### src/rtl/alu8_pkg.sv
package alu8_pkg;
  typedef enum logic [2:0] {
    OP_ADD = 3'd0,
    OP_SUB = 3'd1,
    OP_CMP = 3'd2,
    OP_SHL = 3'd3,
    OP_SHR = 3'd4,
    OP_ROL = 3'd5,
    OP_ROR = 3'd6,
    OP_RSV = 3'd7
  } alu_op_e;
endpackage

### src/rtl/alu8_addsub.sv
module alu8_addsub #(
  parameter int W = 8
) (
  input  logic [W-1:0] a,
  input  logic [W-1:0] b,
  input  logic         invert_b,
  input  logic         cin,
  output logic [W-1:0] sum,
  output logic         cout,
  output logic         ovf
);
  logic [W-1:0] b_eff;
  logic [W:0]   total;

  always_comb begin
    b_eff = invert_b ? ~b : b;
    total = {1'b0, a} + {1'b0, b_eff} + {{W{1'b0}}, cin};
    sum   = total[W-1:0];
    cout  = total[W];
    ovf   = (a[W-1] == b_eff[W-1]) && (total[W-1] != a[W-1]);
  end
endmodule

### src/rtl/alu8_shift.sv
module alu8_shift #(
  parameter int W = 8
) (
  input  logic [W-1:0] a,
  input  logic         to_left,
  input  logic         rotate,
  input  logic         cin,
  output logic [W-1:0] res,
  output logic         cout
);
  logic fill;

  always_comb begin
    fill = rotate & cin;
    if (to_left) begin
      res  = {a[W-2:0], fill};
      cout = a[W-1];
    end else begin
      res  = {fill, a[W-1:1]};
      cout = a[0];
    end
  end
endmodule

### src/rtl/alu8_flags.sv
module alu8_flags #(
  parameter int W = 8
) (
  input  logic [W-1:0] res,
  output logic         neg,
  output logic         zero
);
  logic [W:0] any_set;

  assign any_set[0] = 1'b0;
  for (genvar i = 0; i < W; i++) begin : g_or
    assign any_set[i+1] = any_set[i] | res[i];
  end

  assign neg  = res[W-1];
  assign zero = ~any_set[W];
endmodule

### src/rtl/alu8_core.sv
module alu8_core #(
  parameter int W = 8
) (
  input  logic [2:0]   op_i,
  input  logic [W-1:0] a_i,
  input  logic [W-1:0] b_i,
  input  logic         c_i,
  output logic [W-1:0] res_o,
  output logic         c_o,
  output logic         v_o,
  output logic         v_valid_o,
  output logic         n_o,
  output logic         z_o,
  output logic         wr_en_o
);
  import alu8_pkg::*;

  alu_op_e      op;
  logic         is_arith, is_shift, do_sub, arith_cin;
  logic         sh_left, sh_rot;
  logic [W-1:0] arith_res, shift_res, res_mux;
  logic         arith_c, arith_v, shift_c;

  always_comb begin
    op        = alu_op_e'(op_i);
    is_arith  = (op == OP_ADD) || (op == OP_SUB) || (op == OP_CMP);
    is_shift  = (op == OP_SHL) || (op == OP_SHR) || (op == OP_ROL) || (op == OP_ROR);
    do_sub    = (op == OP_SUB) || (op == OP_CMP);
    arith_cin = (op == OP_CMP) ? 1'b1 : c_i;
    sh_left   = (op == OP_SHL) || (op == OP_ROL);
    sh_rot    = (op == OP_ROL) || (op == OP_ROR);
  end

  alu8_addsub #(.W(W)) u_addsub (
    .a        (a_i),
    .b        (b_i),
    .invert_b (do_sub),
    .cin      (arith_cin),
    .sum      (arith_res),
    .cout     (arith_c),
    .ovf      (arith_v)
  );

  alu8_shift #(.W(W)) u_shift (
    .a       (a_i),
    .to_left (sh_left),
    .rotate  (sh_rot),
    .cin     (c_i),
    .res     (shift_res),
    .cout    (shift_c)
  );

  always_comb begin
    if (is_arith) begin
      res_mux = arith_res;
      c_o     = arith_c;
    end else if (is_shift) begin
      res_mux = shift_res;
      c_o     = shift_c;
    end else begin
      res_mux = a_i;
      c_o     = c_i;
    end
    v_valid_o = is_arith;
    v_o       = is_arith & arith_v;
    wr_en_o   = (op != OP_CMP) && (op != OP_RSV);
  end

  assign res_o = res_mux;

  alu8_flags #(.W(W)) u_flags (
    .res  (res_mux),
    .neg  (n_o),
    .zero (z_o)
  );
endmodule

### config.mk
export PLATFORM = sky130hd
export DESIGN_NAME = alu8_core
export DESIGN_NICKNAME = d
export VERILOG_FILES = /design/src/rtl/alu8_pkg.sv /design/src/rtl/alu8_addsub.sv /design/src/rtl/alu8_shift.sv /design/src/rtl/alu8_flags.sv /design/src/rtl/alu8_core.sv
export SDC_FILE = /design/constraint.sdc
export NUM_CORES = 1
export LEC_CHECK = 0
export CAP_MARGIN = 5
export CORE_MARGIN = 8
export CORE_UTILIZATION = 30
export DETAILED_ROUTE_END_ITERATION = 10
export PLACE_DENSITY = 0.54
export SLEW_MARGIN = 5
export SYNTH_ARGS = -nofsm -noshare
export SYNTH_HDL_FRONTEND = slang
export SYNTH_HIERARCHICAL = 1
export SYNTH_SLANG_ARGS = --single-unit
export TNS_END_PERCENT = 10
### constraint.sdc
create_clock -name vclk -period 6
set_input_delay 1.2 -clock vclk [all_inputs]
set_output_delay 1.2 -clock vclk [all_outputs]
set_load 0.02 [all_outputs]
==> results of run 1 <==
==> cell usage after synthesis (all sizes together), types with 4 or more instances <==
library cell / n
xnor2: 4
nor2: 8
o21ai: 5
a21oi: 14
mux2: 8
xor2: 9
ha: 7
buf: 10
a211oi: 9
mux2i: 9
and3: 9
nand2: 4
inv: 10
==> final timing paths <==
kind	from	endpoint	slack [ns]	cells past startpoint
worst min-delay path	a_i[1]	z_o	3.55	6
worst max-delay path	op_i[0]	z_o	0.25	16
==> metal layers <==
layer	vias to the layer above	wire [um]	GRT usage (%)
li1	582	-	-
met1	547	1580	13.7
met2	22	1730	19.2
met3	0	118	1.42
met4	0	0	0.769
met5	-	0	0
==> power groups by stage <==
stage	Sequential, mW	Clock [mW]	Combinational, mW
after floorplan	0	0	0.135
after global placement	0	0	0.220
after detailed placement	0	0	0.224
after CTS	0	0	0.225
after global routing	0	0	0.248
final	0	0	0.229
==> cell usage in the layout, fill, tap and decap left out, types with 3 or more instances in the layout <==
cell type and instances:
a211oi_1 4, a211oi_2 5, a21oi_1 12, and3_1 5, and3_2 4, buf_4 26, clkdlybuf4s50_1 33, ha_1 7
inv_1 10, mux2_4 7, mux2i_1 9, nand2_1 3, nor2_1 7, nor2b_1 3, o21a_1 3, o21ai_0 4
xnor2_1 4, xor2_1 9
==> worst max-delay path, cell delays in order <==
cell and delay, ns:
clkdlybuf4s50_1 0.46, buf_4 0.18, nor3b_1 0.16, or2_2 0.13
inv_1 0.05, fa_2 0.38, fa_2 0.36, nor2b_1 0.15
o31a_1 0.18, o31ai_1 0.09, a21boi_1 0.14, a211oi_2 0.18
a21oi_1 0.07, or4_1 0.53, nor2_1 0.12, buf_2 0.17
==> logic make-up after synthesis <==
| group | count (synthesis) |
|---|---|
| multiplexers | 17 |
| adder cells (fa/ha/maj) | 9 |
| XOR/XNOR | 13 |
| AND/OR/NAND/NOR | 35 |
| buffers and inverters | 21 |
| AO/OA/AOI/OAI | 39 |
==> timing repair <==
action                                  4_1_cts  5_1_grt
endpoints found under the setup margin        1        5
pin swaps                                     0        0
setup buffers                                 0        0
resized for setup                             3        6
==> metrics by stage <==
step	hold slack, ns	setup slack (ns)	total power [mW]
3_5_place_dp	3.70	-0.323	0.224
5_1_grt	3.61	0.0158	0.248
4_1_cts	3.65	0.00577	0.225
3_3_place_gp	3.71	-0.279	0.220
6_report	3.55	0.251	0.229
2_1_floorplan	2.65	0.335	0.135
==> cell type report <==
cell class / count / area (um2)
Inverter: 10 / 37.5
Multi-Input combinational cell: 113 / 972
Fill cell: 371 / 1980
Tap cell: 48 / 60.1
Timing Repair Buffer: 60 / 531
==> results.cfg, run 1 <==
[logic_synthesis]
synth.distinct_cells = 42
synth_fa_ha_area_share_pct = 11.7
synth_compound_area_share_pct = 26.5
synthMuxAreaShare_pct = 18.9
syn_inst = 134
syn_area_um2 = 1090
synth_xor_area_share_pct = 10.4
yosys.area_share.simple_pct = 19.6
synth_top_family_by_area = compound AO/OA/AOI/OAI gates
yosysTopAreaCell = mux2_4
yosysSeqAreaShare_pct = 0
syn_nets = 163
synth_top_area_share_pct = 9.64
synthTopCellsByArea = mux2_4 9.6%, mux2i_1 8.3%, ha_1 8.0%
synth_area_per_cell_um2 = 8.13
yosys_warnings = 6

[die]
die-area_um2 = 5820
std_cell_rows = 22
die_w_um = 76.3
pin_count = 34
start_util_pct = 30.5
fp.coreArea_um2 = 3580
die_h_um = 76.3

[place]
io_buffers = 34
place_inst = 231
dp_hpwl_um = 2770
gp_congestion = 0.763
place_area_um2 = 1580

[layout]
finalInstanceArea_um2 = 1600
drive_gt1_share_pct = 29.5
nets = 214
nFlopsAndLatches = 0
clock_buffer_count = 0
area_growth_pct = 46.8
fin_cells = 231
utilization_pct = 44.7
n_antenna_cell = 0
seq_area_um2 = 0

[route]
initialDrtViolationCount = 73
firstDrtPassIters = 4
vias = 1151
wl_um = 3430
ant_nets = 0
avgViaCountPerCell = 4.98
post-route-drc-count = 0
route.detailed.wl_per_inst_um = 14.8

[timing]
max_slew_margin_pct = 76.8
period_minus_slack_ns = 5.75
setup_viol = 0
worst_pin_slew_ns = 0.347
max_freq_mhz = 174
maxSlewViolCount = 0
rsz0062_at_grt = false
finalCritPeriodShare_pct = 95.8
final-hold-violation-count = 0
fin_setup_tns_ns = 0

[power]
powerDensity_nw_per_um2 = 143
p_clk_share_pct = 0
seq_power_share_pct = 0
ir_drop_v = 0.0000651
p_leak_nw = 0.735
netSwitchingFraction_pct = 47.9
p_int_mw = 0.120
pwr-share-comb_pct = 100.0
power.switching_mw = 0.110

[setup_path]
end_kind = output pin
worstSetupPathType = in -> out
crit_arrival_ns = 4.55
worstPathMaxFanout = 6
startpoint_type = primary input
critPathRequiredTime_ns = 4.80

[min_path]
min_path_type = in -> out

[global_routing]
grt.total_usage_pct = 10.7
grt_pass1_wl_um = 5480
grt_max_degree = 19
antenna_found_initial = 0
grt_pass1_vias = 1168
gr-total-overflow = 0

[status]
status = completed

[flow_run]
maxCapViolations = 0

[clock_network]
cts_hold_buf = 0
Note: power is estimated with default switching activity, not from simulation.
==> run 2, diff against run 1 <==
--- a/config.mk
+++ b/config.mk
@@ -10,6 +10,8 @@
 export CORE_UTILIZATION = 30
 export DETAILED_ROUTE_END_ITERATION = 10
 export PLACE_DENSITY = 0.54
+export RECOVER_POWER = 50
+export SETUP_SLACK_MARGIN = 0.5
 export SLEW_MARGIN = 5
 export SYNTH_ARGS = -nofsm -noshare
 export SYNTH_HDL_FRONTEND = slang
==> results.cfg, run 2 (synthesis gave the netlist of run 1 again) <==
[status]
status = completed

[timing]
fin_setup_tns_ns = 0
period_minus_slack_ns = 5.47
setup_viol = 0
maxSlewViolCount = 0
max_freq_mhz = 183
max_slew_margin_pct = 46.5
finalCritPeriodShare_pct = 91.1
final-hold-violation-count = 0
worst_pin_slew_ns = 0.802
rsz0062_at_grt = true

[route]
vias = 1140
avgViaCountPerCell = 4.87
post-route-drc-count = 0
firstDrtPassIters = 4
initialDrtViolationCount = 25
ant_nets = 0
route.detailed.wl_per_inst_um = 13.7
wl_um = 3210

[layout]
utilization_pct = 45.7
nets = 217
fin_cells = 234
finalInstanceArea_um2 = 1640
seq_area_um2 = 0
n_antenna_cell = 0
clock_buffer_count = 0
mostFrequentLayoutCells = 29 x buf_4, 24 x clkdlybuf4s50_1, 10 x a21oi_1, 10 x inv_1
mostFrequentLayoutCell = buf_4
area_growth_pct = 50.2
drive_gt1_share_pct = 33.3
nFlopsAndLatches = 0

[place]
dp_hpwl_um = 2680
place_inst = 232
io_buffers = 34
gp_congestion = 0.754
place_area_um2 = 1610

[setup_path]
end_kind = output pin
worstPathMaxFanout = 4
crit_arrival_ns = 4.27
critPathRequiredTime_ns = 4.80
worstSetupPathType = in -> out
startpoint_type = primary input

[min_path]
hp-start = op_i[2]
hold_path_end = c_o
min_path_cells = 4
min_path_type = in -> out

[power]
pwr-share-comb_pct = 100.0
p_clk_share_pct = 0
p_leak_nw = 0.758
power.switching_mw = 0.109
ir_drop_v = 0.0000539
p_int_mw = 0.118
netSwitchingFraction_pct = 48.1
finalPower_mw = 0.227
seq_power_share_pct = 0
powerDensity_nw_per_um2 = 139

[die]
pin_count = 34
fp.coreArea_um2 = 3580
std_cell_rows = 22
start_util_pct = 30.5
die-area_um2 = 5820
die_w_um = 76.3
die_h_um = 76.3

[global_routing]
grt_pass1_wl_um = 5490
gr-total-overflow = 0
grt.total_usage_pct = 10.5
antenna_found_initial = 0
grt_pass1_vias = 1190
grt_max_degree = 19

[flow_run]
maxCapViolations = 0

[clock_network]
cts_hold_buf = 0
==> run 2: cell types whose count changed in the layout (fill, tap and decap cells not counted), sizes merged <==
cell / change
clkdlybuf4s15: +1
buf: +4
clkbuf: +1
dlygate4sd3: +4
dlygate4sd2: +2
clkdlybuf4s50: -9
==> run 2: how the worst max path moves through the flow <==
| stage | startpoint | end | slack, ns | cells past startpoint |
|---|---|---|---|---|
| 5_1_grt | op_i[1] | z_o | 0.34 | 16 |
| 4_1_cts | op_i[1] | z_o | 0.51 | 16 |
| 6_report | op_i[1] | z_o | 0.53 | 16 |
| 3_5_place_dp | op_i[1] | z_o | -0.28 | 15 |
| 2_1_floorplan | op_i[1] | z_o | 0.52 | 16 |
| 3_3_place_gp | op_i[1] | z_o | -0.25 | 15 |
==> run 2: power groups by stage <==
| stage | combinational [mW] | clock, mW | sequential, mW |
|---|---|---|---|
| CTS | 0.230 | 0 | 0 |
| floorplan | 0.137 | 0 | 0 |
| global route | 0.246 | 0 | 0 |
| detailed placement | 0.223 | 0 | 0 |
| finish | 0.227 | 0 | 0 |
| global placement | 0.222 | 0 | 0 |
==> run 2: repair_timing <==
item	in CTS	in global routing
pin swaps	9	0
resized for setup	20	2
setup endpoints to repair	9	6
buffers inserted	2	0
==> run 2: final cells by class <==
class	count	area (um2)
fillers	376	1940
multi-input cells	113	992
repair buffers	63	547
well taps	48	60.1
inverters	10	37.5
==> run 2: per-stage QoR <==
step	setup slack [ns]	hold slack, ns
3_5_place_dp	-0.283	3.69
4_1_cts	0.510	3.33
5_1_grt	0.343	3.17
2_1_floorplan	0.521	2.65
6_report	0.534	3.11
3_3_place_gp	-0.253	3.69
==> run 2: critical path, stage by stage <==
cell             delay (ns)
clkdlybuf4s15_2        0.22
xnor2_2                0.14
nor2_1                 0.14
buf_4                  0.13
xnor2_1                0.09
fa_2                   0.39
fa_2                   0.39
nor2b_2                0.13
o31a_1                 0.17
o31ai_1                0.08
a21boi_1               0.14
a211oi_2               0.24
a21oi_2                0.05
or4_4                  0.50
nor2_4                 0.12
buf_6                  0.12
==> run 2: routing by layer <==
layer | up-vias | routed length, um | GRT usage (%)
li1 | 589 | - | -
met1 | 529 | 1530 | 13.3
met2 | 20 | 1550 | 19.0
met3 | 2 | 112 | 1.30
met4 | 0 | 21 | 0.769
met5 | - | 0 | 0
